File: src/rtl/tdm_tx_pkg.sv
package tdm_tx_pkg;
  localparam int SAMPLE_W = 32;

  typedef struct packed {
    logic       fill_zero;
    logic [1:0] dly;
    logic [2:0] frlen;
    logic [2:0] wlen;
    logic       left;
    logic [2:0] ssz;
  } ctl_t;

  function automatic logic [5:0] code_bits(input logic [2:0] code);
    case (code)
      3'd0:    code_bits = 6'd8;
      3'd1:    code_bits = 6'd12;
      3'd2:    code_bits = 6'd16;
      3'd3:    code_bits = 6'd20;
      3'd4:    code_bits = 6'd24;
      default: code_bits = 6'd32;
    endcase
  endfunction
endpackage

File: src/rtl/tdm_tx_fifo.sv
module tdm_tx_fifo #(
  parameter int DEPTH = 16,
  parameter int W     = 32,
  localparam int PW   = $clog2(DEPTH),
  localparam int LW   = $clog2(DEPTH + 1)
) (
  input  logic          clk,
  input  logic          rst_n,
  input  logic          flush,
  input  logic          push,
  input  logic [W-1:0]  din,
  input  logic          pop,
  output logic [W-1:0]  dout,
  output logic [LW-1:0] level,
  output logic          full,
  output logic          empty
);
  logic [W-1:0]  mem [DEPTH];
  logic [PW-1:0] wr_ptr, rd_ptr;

  function automatic logic [PW-1:0] bump(input logic [PW-1:0] p);
    bump = (p == PW'(DEPTH - 1)) ? '0 : p + PW'(1);
  endfunction

  assign full  = (level == LW'(DEPTH));
  assign empty = (level == '0);
  assign dout  = mem[rd_ptr];

  always_ff @(posedge clk or negedge rst_n) begin
    if (!rst_n) begin
      wr_ptr <= '0;
      rd_ptr <= '0;
      level  <= '0;
    end else if (flush) begin
      wr_ptr <= '0;
      rd_ptr <= '0;
      level  <= '0;
    end else begin
      if (push) wr_ptr <= bump(wr_ptr);
      if (pop)  rd_ptr <= bump(rd_ptr);
      level <= level + LW'(push) - LW'(pop);
    end
  end

  always_ff @(posedge clk) begin
    if (push && !flush) mem[wr_ptr] <= din;
  end

  a_r2_level_bound: assert property (@(posedge clk) disable iff (!rst_n)
    level <= LW'(DEPTH));
  a_r10_flush_empties: assert property (@(posedge clk) disable iff (!rst_n)
    flush |=> (level == '0));
endmodule

File: src/rtl/tdm_tx_serial.sv
module tdm_tx_serial import tdm_tx_pkg::*; (
  input  logic                clk,
  input  logic                rst_n,
  input  logic                run,
  input  ctl_t                ctl,
  input  logic                fs_high,
  input  logic                bclk,
  input  logic                fsync,
  input  logic                fifo_empty,
  input  logic [SAMPLE_W-1:0] fifo_dout,
  output logic                pop,
  output logic                sdata
);
  typedef enum logic [1:0] {ST_IDLE, ST_DLY, ST_DATA, ST_TAIL} st_t;

  st_t                 st;
  logic                bclk_q, fs_prev;
  logic [1:0]          dly_cnt;
  logic [5:0]          bit_cnt;
  logic [2:0]          slot_cnt;
  logic [SAMPLE_W-1:0] sh, last, pick, mask, shaped;
  logic [5:0]          wbits, sbits, seff;
  logic                rise, fall, fs_act, slot_first;

  assign rise   = bclk & ~bclk_q;
  assign fall   = ~bclk & bclk_q;
  assign fs_act = (fsync == fs_high);
  assign wbits  = code_bits(ctl.wlen);
  assign sbits  = code_bits(ctl.ssz);
  assign seff   = (sbits > wbits) ? wbits : sbits;
  assign slot_first = (st == ST_DATA) && (bit_cnt == '0);
  assign pop    = run && fall && slot_first && !fifo_empty;

  always_comb begin
    pick = !fifo_empty ? fifo_dout : (ctl.fill_zero ? '0 : last);
    mask = (seff == 6'd32) ? '1 : ((32'd1 << seff) - 32'd1);
    shaped = ctl.left ? ((pick & mask) << (6'd32 - seff))
                      : ((pick & mask) << (6'd32 - wbits));
  end

  always_ff @(posedge clk or negedge rst_n) begin
    if (!rst_n) begin
      bclk_q <= 1'b0;
      fs_prev <= 1'b1;
      st <= ST_IDLE;
      dly_cnt <= '0;
      bit_cnt <= '0;
      slot_cnt <= '0;
      sh <= '0;
      last <= '0;
      sdata <= 1'b0;
    end else begin
      bclk_q <= bclk;
      if (!run) begin
        st <= ST_IDLE;
        fs_prev <= 1'b1;
        last <= '0;
        sdata <= 1'b0;
      end else if (rise) begin
        fs_prev <= fs_act;
        if (fs_act && !fs_prev) begin
          st <= (ctl.dly == '0) ? ST_DATA : ST_DLY;
          dly_cnt <= ctl.dly;
          bit_cnt <= '0;
          slot_cnt <= '0;
        end
      end else if (fall) begin
        case (st)
          ST_DLY: begin
            sdata <= 1'b0;
            dly_cnt <= dly_cnt - 2'd1;
            if (dly_cnt == 2'd1) st <= ST_DATA;
          end
          ST_DATA: begin
            if (slot_first) begin
              sdata <= shaped[SAMPLE_W-1];
              sh <= shaped << 1;
              if (!fifo_empty) last <= fifo_dout;
            end else begin
              sdata <= sh[SAMPLE_W-1];
              sh <= sh << 1;
            end
            if (bit_cnt == wbits - 6'd1) begin
              bit_cnt <= '0;
              if (slot_cnt == ctl.frlen) st <= ST_TAIL;
              else slot_cnt <= slot_cnt + 3'd1;
            end else begin
              bit_cnt <= bit_cnt + 6'd1;
            end
          end
          ST_TAIL: sdata <= 1'b0;
          default: ;
        endcase
      end
    end
  end

  a_r11_edge_only: assert property (@(posedge clk) disable iff (!rst_n)
    (sdata != $past(sdata)) |-> ($past(fall) || !$past(run)));
  a_r9_tail_low: assert property (@(posedge clk) disable iff (!rst_n)
    (run && fall && st == ST_TAIL) |=> !sdata);
  a_r4_delay_low: assert property (@(posedge clk) disable iff (!rst_n)
    (run && fall && st == ST_DLY) |=> !sdata);
endmodule

File: src/rtl/tdm_tx_port.sv
module tdm_tx_port import tdm_tx_pkg::*; #(
  parameter int DEPTH = 16,
  localparam int LW   = $clog2(DEPTH + 1)
) (
  input  logic                clk,
  input  logic                rst_n,
  input  logic                ctl_wr,
  input  logic [31:0]         ctl_wdata,
  input  logic                sp_wr,
  input  logic [31:0]         sp_wdata,
  input  logic [LW-1:0]       dreq_level,
  input  logic                s_valid,
  input  logic [SAMPLE_W-1:0] s_data,
  output logic                s_ready,
  input  logic                bclk,
  input  logic                fsync,
  output logic                sdata,
  output logic                dreq,
  output logic [LW-1:0]       fifo_level
);
  ctl_t                ctl;
  logic                en, srst, flush, fs_high;
  logic                run, push, pop, full, empty;
  logic [SAMPLE_W-1:0] fifo_dout;

  always_ff @(posedge clk or negedge rst_n) begin
    if (!rst_n) begin
      ctl <= '0;
      en <= 1'b0;
      srst <= 1'b0;
      flush <= 1'b0;
      fs_high <= 1'b0;
    end else begin
      if (ctl_wr) begin
        ctl.ssz       <= ctl_wdata[2:0];
        ctl.left      <= ctl_wdata[3];
        ctl.wlen      <= ctl_wdata[7:5];
        ctl.frlen     <= ctl_wdata[10:8];
        ctl.fill_zero <= ctl_wdata[15];
        ctl.dly       <= ctl_wdata[20:19];
      end
      if (sp_wr && sp_wdata[31]) begin
        en      <= sp_wdata[0];
        srst    <= sp_wdata[1];
        flush   <= sp_wdata[2];
        fs_high <= sp_wdata[16];
      end
    end
  end

  assign run     = en & ~srst;
  assign s_ready = ~full & ~flush;
  assign push    = s_valid & s_ready;
  assign dreq    = (fifo_level <= dreq_level);

  tdm_tx_fifo #(.DEPTH(DEPTH), .W(SAMPLE_W)) u_fifo (
    .clk(clk), .rst_n(rst_n), .flush(flush), .push(push), .din(s_data),
    .pop(pop), .dout(fifo_dout), .level(fifo_level), .full(full), .empty(empty)
  );

  tdm_tx_serial u_ser (
    .clk(clk), .rst_n(rst_n), .run(run), .ctl(ctl), .fs_high(fs_high),
    .bclk(bclk), .fsync(fsync), .fifo_empty(empty), .fifo_dout(fifo_dout),
    .pop(pop), .sdata(sdata)
  );

  a_r5_pop_nonempty: assert property (@(posedge clk) disable iff (!rst_n)
    pop |-> !empty);
  a_r10_stopped_quiet: assert property (@(posedge clk) disable iff (!rst_n)
    !run |=> !sdata);
endmodule

File: config.mk
export PLATFORM = sky130hd
export DESIGN_NAME = tdm_tx_port
export DESIGN_NICKNAME = d
export VERILOG_FILES = /design/src/rtl/tdm_tx_pkg.sv /design/src/rtl/tdm_tx_fifo.sv /design/src/rtl/tdm_tx_serial.sv /design/src/rtl/tdm_tx_port.sv
export SDC_FILE = /design/constraint.sdc
export NUM_CORES = 1
export LEC_CHECK = 0
export BUFFER_PORTS_ARGS = -buffer_cell sky130_fd_sc_hd__buf_2
export CORE_MARGIN = 5
export CORE_UTILIZATION = 53
export CTS_CLUSTER_DIAMETER = 100
export DETAILED_ROUTE_END_ITERATION = 10
export GPL_TIMING_DRIVEN = 0
export PLACE_DENSITY = 0.7
export SLEW_MARGIN = 20
export SYNTH_ARGS = -nofsm -noshare
export SYNTH_HDL_FRONTEND = slang
export SYNTH_SLANG_ARGS = --single-unit
File: constraint.sdc
create_clock -name clk -period 6.3 [get_ports clk]
set_clock_uncertainty 0.15 [all_clocks]
set_input_delay 0.315 -clock clk [delete_from_list [all_inputs] [get_ports clk]]
set_output_delay 0.315 -clock clk [all_outputs]
set_load 0.02 [all_outputs]
==> impl_metrics.tcl <==
set metrics [dict create \
    run_status "finished clean" \
    syn-cell-area_mm2 0.0268 \
    crit_required_ns 6.58 \
    detail-route-antenna-nets 0 \
    clk_pin_slew_worst_paths_ns 0.06 \
    cap_violations 0 \
    clockPowerShare_pct 37.9 \
    max_freq_mhz 179 \
    seq_power_share_pct 46.8 \
    wl_per_cell_um 25.6 \
    die_h_um 235 \
    min_period_over_period_pct 88.7 \
    syn_area_per_cell_um2 16.4 \
    path_cells "clkbuf_1 > o21ai_0 > ha_1 > nand3_1 > nand2_1 > nand2_1 > a21oi_1 > mux2i_1 > ha_1 > ha_1 > clkbuf_1 > nand2_1 > ha_1 > o31ai_2 > nor2_1 > a21o_1 > o21ai_0 > o221ai_1" \
    p_int_mw 7.20 \
    synth_seq_cells 621 \
    slowest_stage "o31ai_2" \
    grt_overflow 0 \
    syn2layout_area_growth_pct 17.4 \
    antennaDiodeCount 0 \
    io_buffers 69 \
    final_util_pct 62.8 \
    r2r_start "ctl[5]" \
    grtUsageTotal_pct 23.9 \
    p_per_area_mw_per_mm2 312 \
    drc_errors 0 \
    fillers 3658 \
    layout_commonest_cell "edfxtp_1" \
    clock-sinks 621 \
    cts_resized 0 \
    grt_pass1_wl_um 100000 \
    nNetsFinal 2013 \
    finalSetupTns_ns 0 \
    grt_pass1_vias 16100 \
    place.gp.congestion 0.931 \
    clk_latency_ns 0.60 \
    cts_tree "yes" \
    hold_path_end "srst" \
    placed_area_mm2 0.0288 \
    core_area_mm2 0.0501 \
    r2r_slack_ns 0.71 \
    ys_seq_area_share_pct 67.6 \
    antenna_found_initial 0 \
    worstMarginPinSlew_ns 0.915 \
    p_leak_nw 10.8 \
    via_per_inst 6.15 \
    min-delay-start "sp_wdata[31]" \
    start_util_pct 53.5 \
    drtIter0Drc 1636 \
    cp-start-kind "register" \
    rows 82 \
    cts_made_buffers 67 \
    setup_viol 0 \
    hold_violations 0 \
    finalMaxSlewViolations 0 \
    die_w_um 235 \
    peakVddDrop_mv 0.231 \
    synthCells 1637 \
    async_flop_share_pct 17.6 \
    dp_hpwl_um 46100 \
    slowest_delay_ns 0.49 \
    timing.rr.end "u_ser.sh[28]" \
    drive_gt1_share_pct 24.5 \
    cts_setup_buffers 0 \
    reg2regPathDepth 18 \
    critPathKind "register to register" \
    num_vias 16000 \
    htreeDepth 3 \
    combPwrFrac_pct 15.3 \
    hold_path_depth 3 \
    synth-edff-count 512 \
    switchingPower_mw 2.62 \
    synth_fp_nets 1778 \
    cp-end-kind "register" \
    mostFrequentLayoutCells "512 x edfxtp_1, 129 x mux4_2, 108 x dfrtp_1, 106 x nor2_1, 94 x buf_2" \
    synth_flop_cell "edfxtp_1" \
    worst_slack_ns 0.714 \
    drt-total-wl_um 66600 \
    post-place-ws_ns 0.854 \
    period_needed_ns 5.59 \
    first_pass_iters 5 \
    hold_class "input port to register" \
    ys_types 87 \
    slew-limit-headroom_pct 38.5 \
    yosys_warnings 0 \
    arrival_ns 5.86 \
    postLayoutCellArea_mm2 0.0315 \
    ios 116 \
    cpMostUsedCell "ha_1" \
    switching_share_pct 26.7 \
    crit_buf_inv 2 \
    totalPowerFinal_mw 9.83 \
    grt_max_degree 68 \
    dieArea_mm2 0.0551 \
    critPathTopFamily "compound AO/OA/AOI/OAI gates" \
    worstPathMaxFanout 10 \
    rsz0062_at_grt "no" \
    clk_path_buf_depth 3 \
    root_buffer "clkbuf_16" \
]
-- cells in the mapped netlist, types with 3 or more instances --
cell         n  area, µm²
buf_4       10       75.1
xnor2_1      8       70.1
mux4_2     129       2910
or2_2        3       18.8
edfxtp_1   512      15400
and2_1       5       31.3
inv_1       27        101
a21o_1      14        105
a31oi_1     12       75.1
o21ai_1     14       70.1
clkbuf_1    42        158
buf_2       26        130
nand3b_1     3       22.5
nor3_1      10       50.1
nand4_1      3       18.8
o221ai_1     6       52.6
ha_1        32        400
a22oi_1     22        165
o21ai_0     70        350
a21oi_1     63        315
nor2b_1     10       62.6
o22ai_1      8       50.1
o31ai_1     11       82.6
mux2_2      54        608
a22o_1       4       35.0
mux2i_1     58        581
nand3_1     18       90.1
buf_1        5       18.8
dfrtp_1    108       2700
a2bb2oi_1    5       43.8
buf_6        9        101
a32o_1       3       30.0
xor2_1      11       96.3
nor2_1     118        443
a211oi_1     8       60.1
a211o_1      4       35.0
a221oi_1    13        114
nand2b_1    12       75.1
nand2_1     93        349
or3_1        4       25.0
o21a_1       7       52.6
and3_1       3       18.8
o211ai_1     4       30.0
-- flip-flops by register name, indices dropped and copies added (netlist names), 3 cells and up --
signal          flops
u_fifo.rd_ptr       4
u_ser.sh           31
ctl                13
u_ser.bit_cnt       6
u_ser.last         32
u_fifo.mem        512
u_fifo.level        5
u_fifo.wr_ptr       4
u_ser.slot_cnt      3
-- worst max-delay path by stage --
stage,endpoint,start,depth (start not counted),slack (ns)
after floorplan,u_fifo.mem[3][0],u_fifo.level[2],7,1.57
after global placement,u_fifo.mem[3][30],u_fifo.level[2],7,-1.19
after detailed placement,u_ser.sh[28],ctl[5],18,0.85
after CTS,u_ser.sh[28],ctl[5],18,0.80
after global routing,u_ser.sh[28],ctl[5],18,0.34
final,u_ser.sh[28],ctl[5],18,0.71
-- power groups by stage --
stage	Sequential [mW]	Combinational, mW	Clock, mW
after CTS	4.59	1.48	3.78
after detailed placement	4.68	1.44	0
final	4.60	1.50	3.73
after global routing	4.60	1.62	3.96
after floorplan	4.68	0.905	0
after global placement	4.68	1.39	0
-- stage by stage --
stage | hold slack (ns) | std cells
2_1_floorplan | -0.131 | 1637
3_3_place_gp | 0.311 | 2378
3_5_place_dp | 0.213 | 2419
4_1_cts | 0.0865 | 2596
5_1_grt | 0.116 | 2596
6_report | 0.0933 | 2596
-- kinds of logic (layout without fill, tap and decap cells) --
logic type	after synthesis	count (layout)	share of synthesized area (%)
buffers and inverters	120	407	2.20
adders and majority gates	33	33	1.57
xor gates and xnor gates	19	19	0.621
DFF	621	621	67.6
muxes	243	243	15.4
and+or+nand+nor	299	299	5.10
AOI/OAI and AO/OA	302	302	7.56
-- metal layers --
layer / global-route usage (%) / vias to the layer above / part of all wire, %
met2: 38.6 / 622 / 49
met5: 0 / - / 0
li1: - / 6947 / -
met3: 5.17 / 126 / 7.6
met1: 32.9 / 8273 / 40
met4: 8.30 / 0 / 3.4
-- timing repair --
| action | CTS | global route |
|---|---|---|
| endpoints found under the setup margin | 0 | 0 |
| hold buffers | 56 | 0 |
| endpoints found under the hold margin | 597 | 0 |
-- tightest hold or removal path: cells and delay by family --
kind          cells  cell delay, ns
mux               1            0.19
buf+inv           1            0.09
simple gates      1            0.19
-- cell type report --
type / instances / area (µm²) / share of cell area (%)
Tap cell: 672 / 841 / 2.67
Timing Repair Buffer: 166 / 1630 / 5.18
Inverter: 28 / 105 / 0.334
Clock buffer: 92 / 1850 / 5.89
Buffer: 92 / 483 / 1.54
Clock inverter: 29 / 230 / 0.732
Sequential cell: 621 / 18100 / 57.5
Multi-Input combinational cell: 896 / 8210 / 26.1
(Power assumes the default switching activity.)
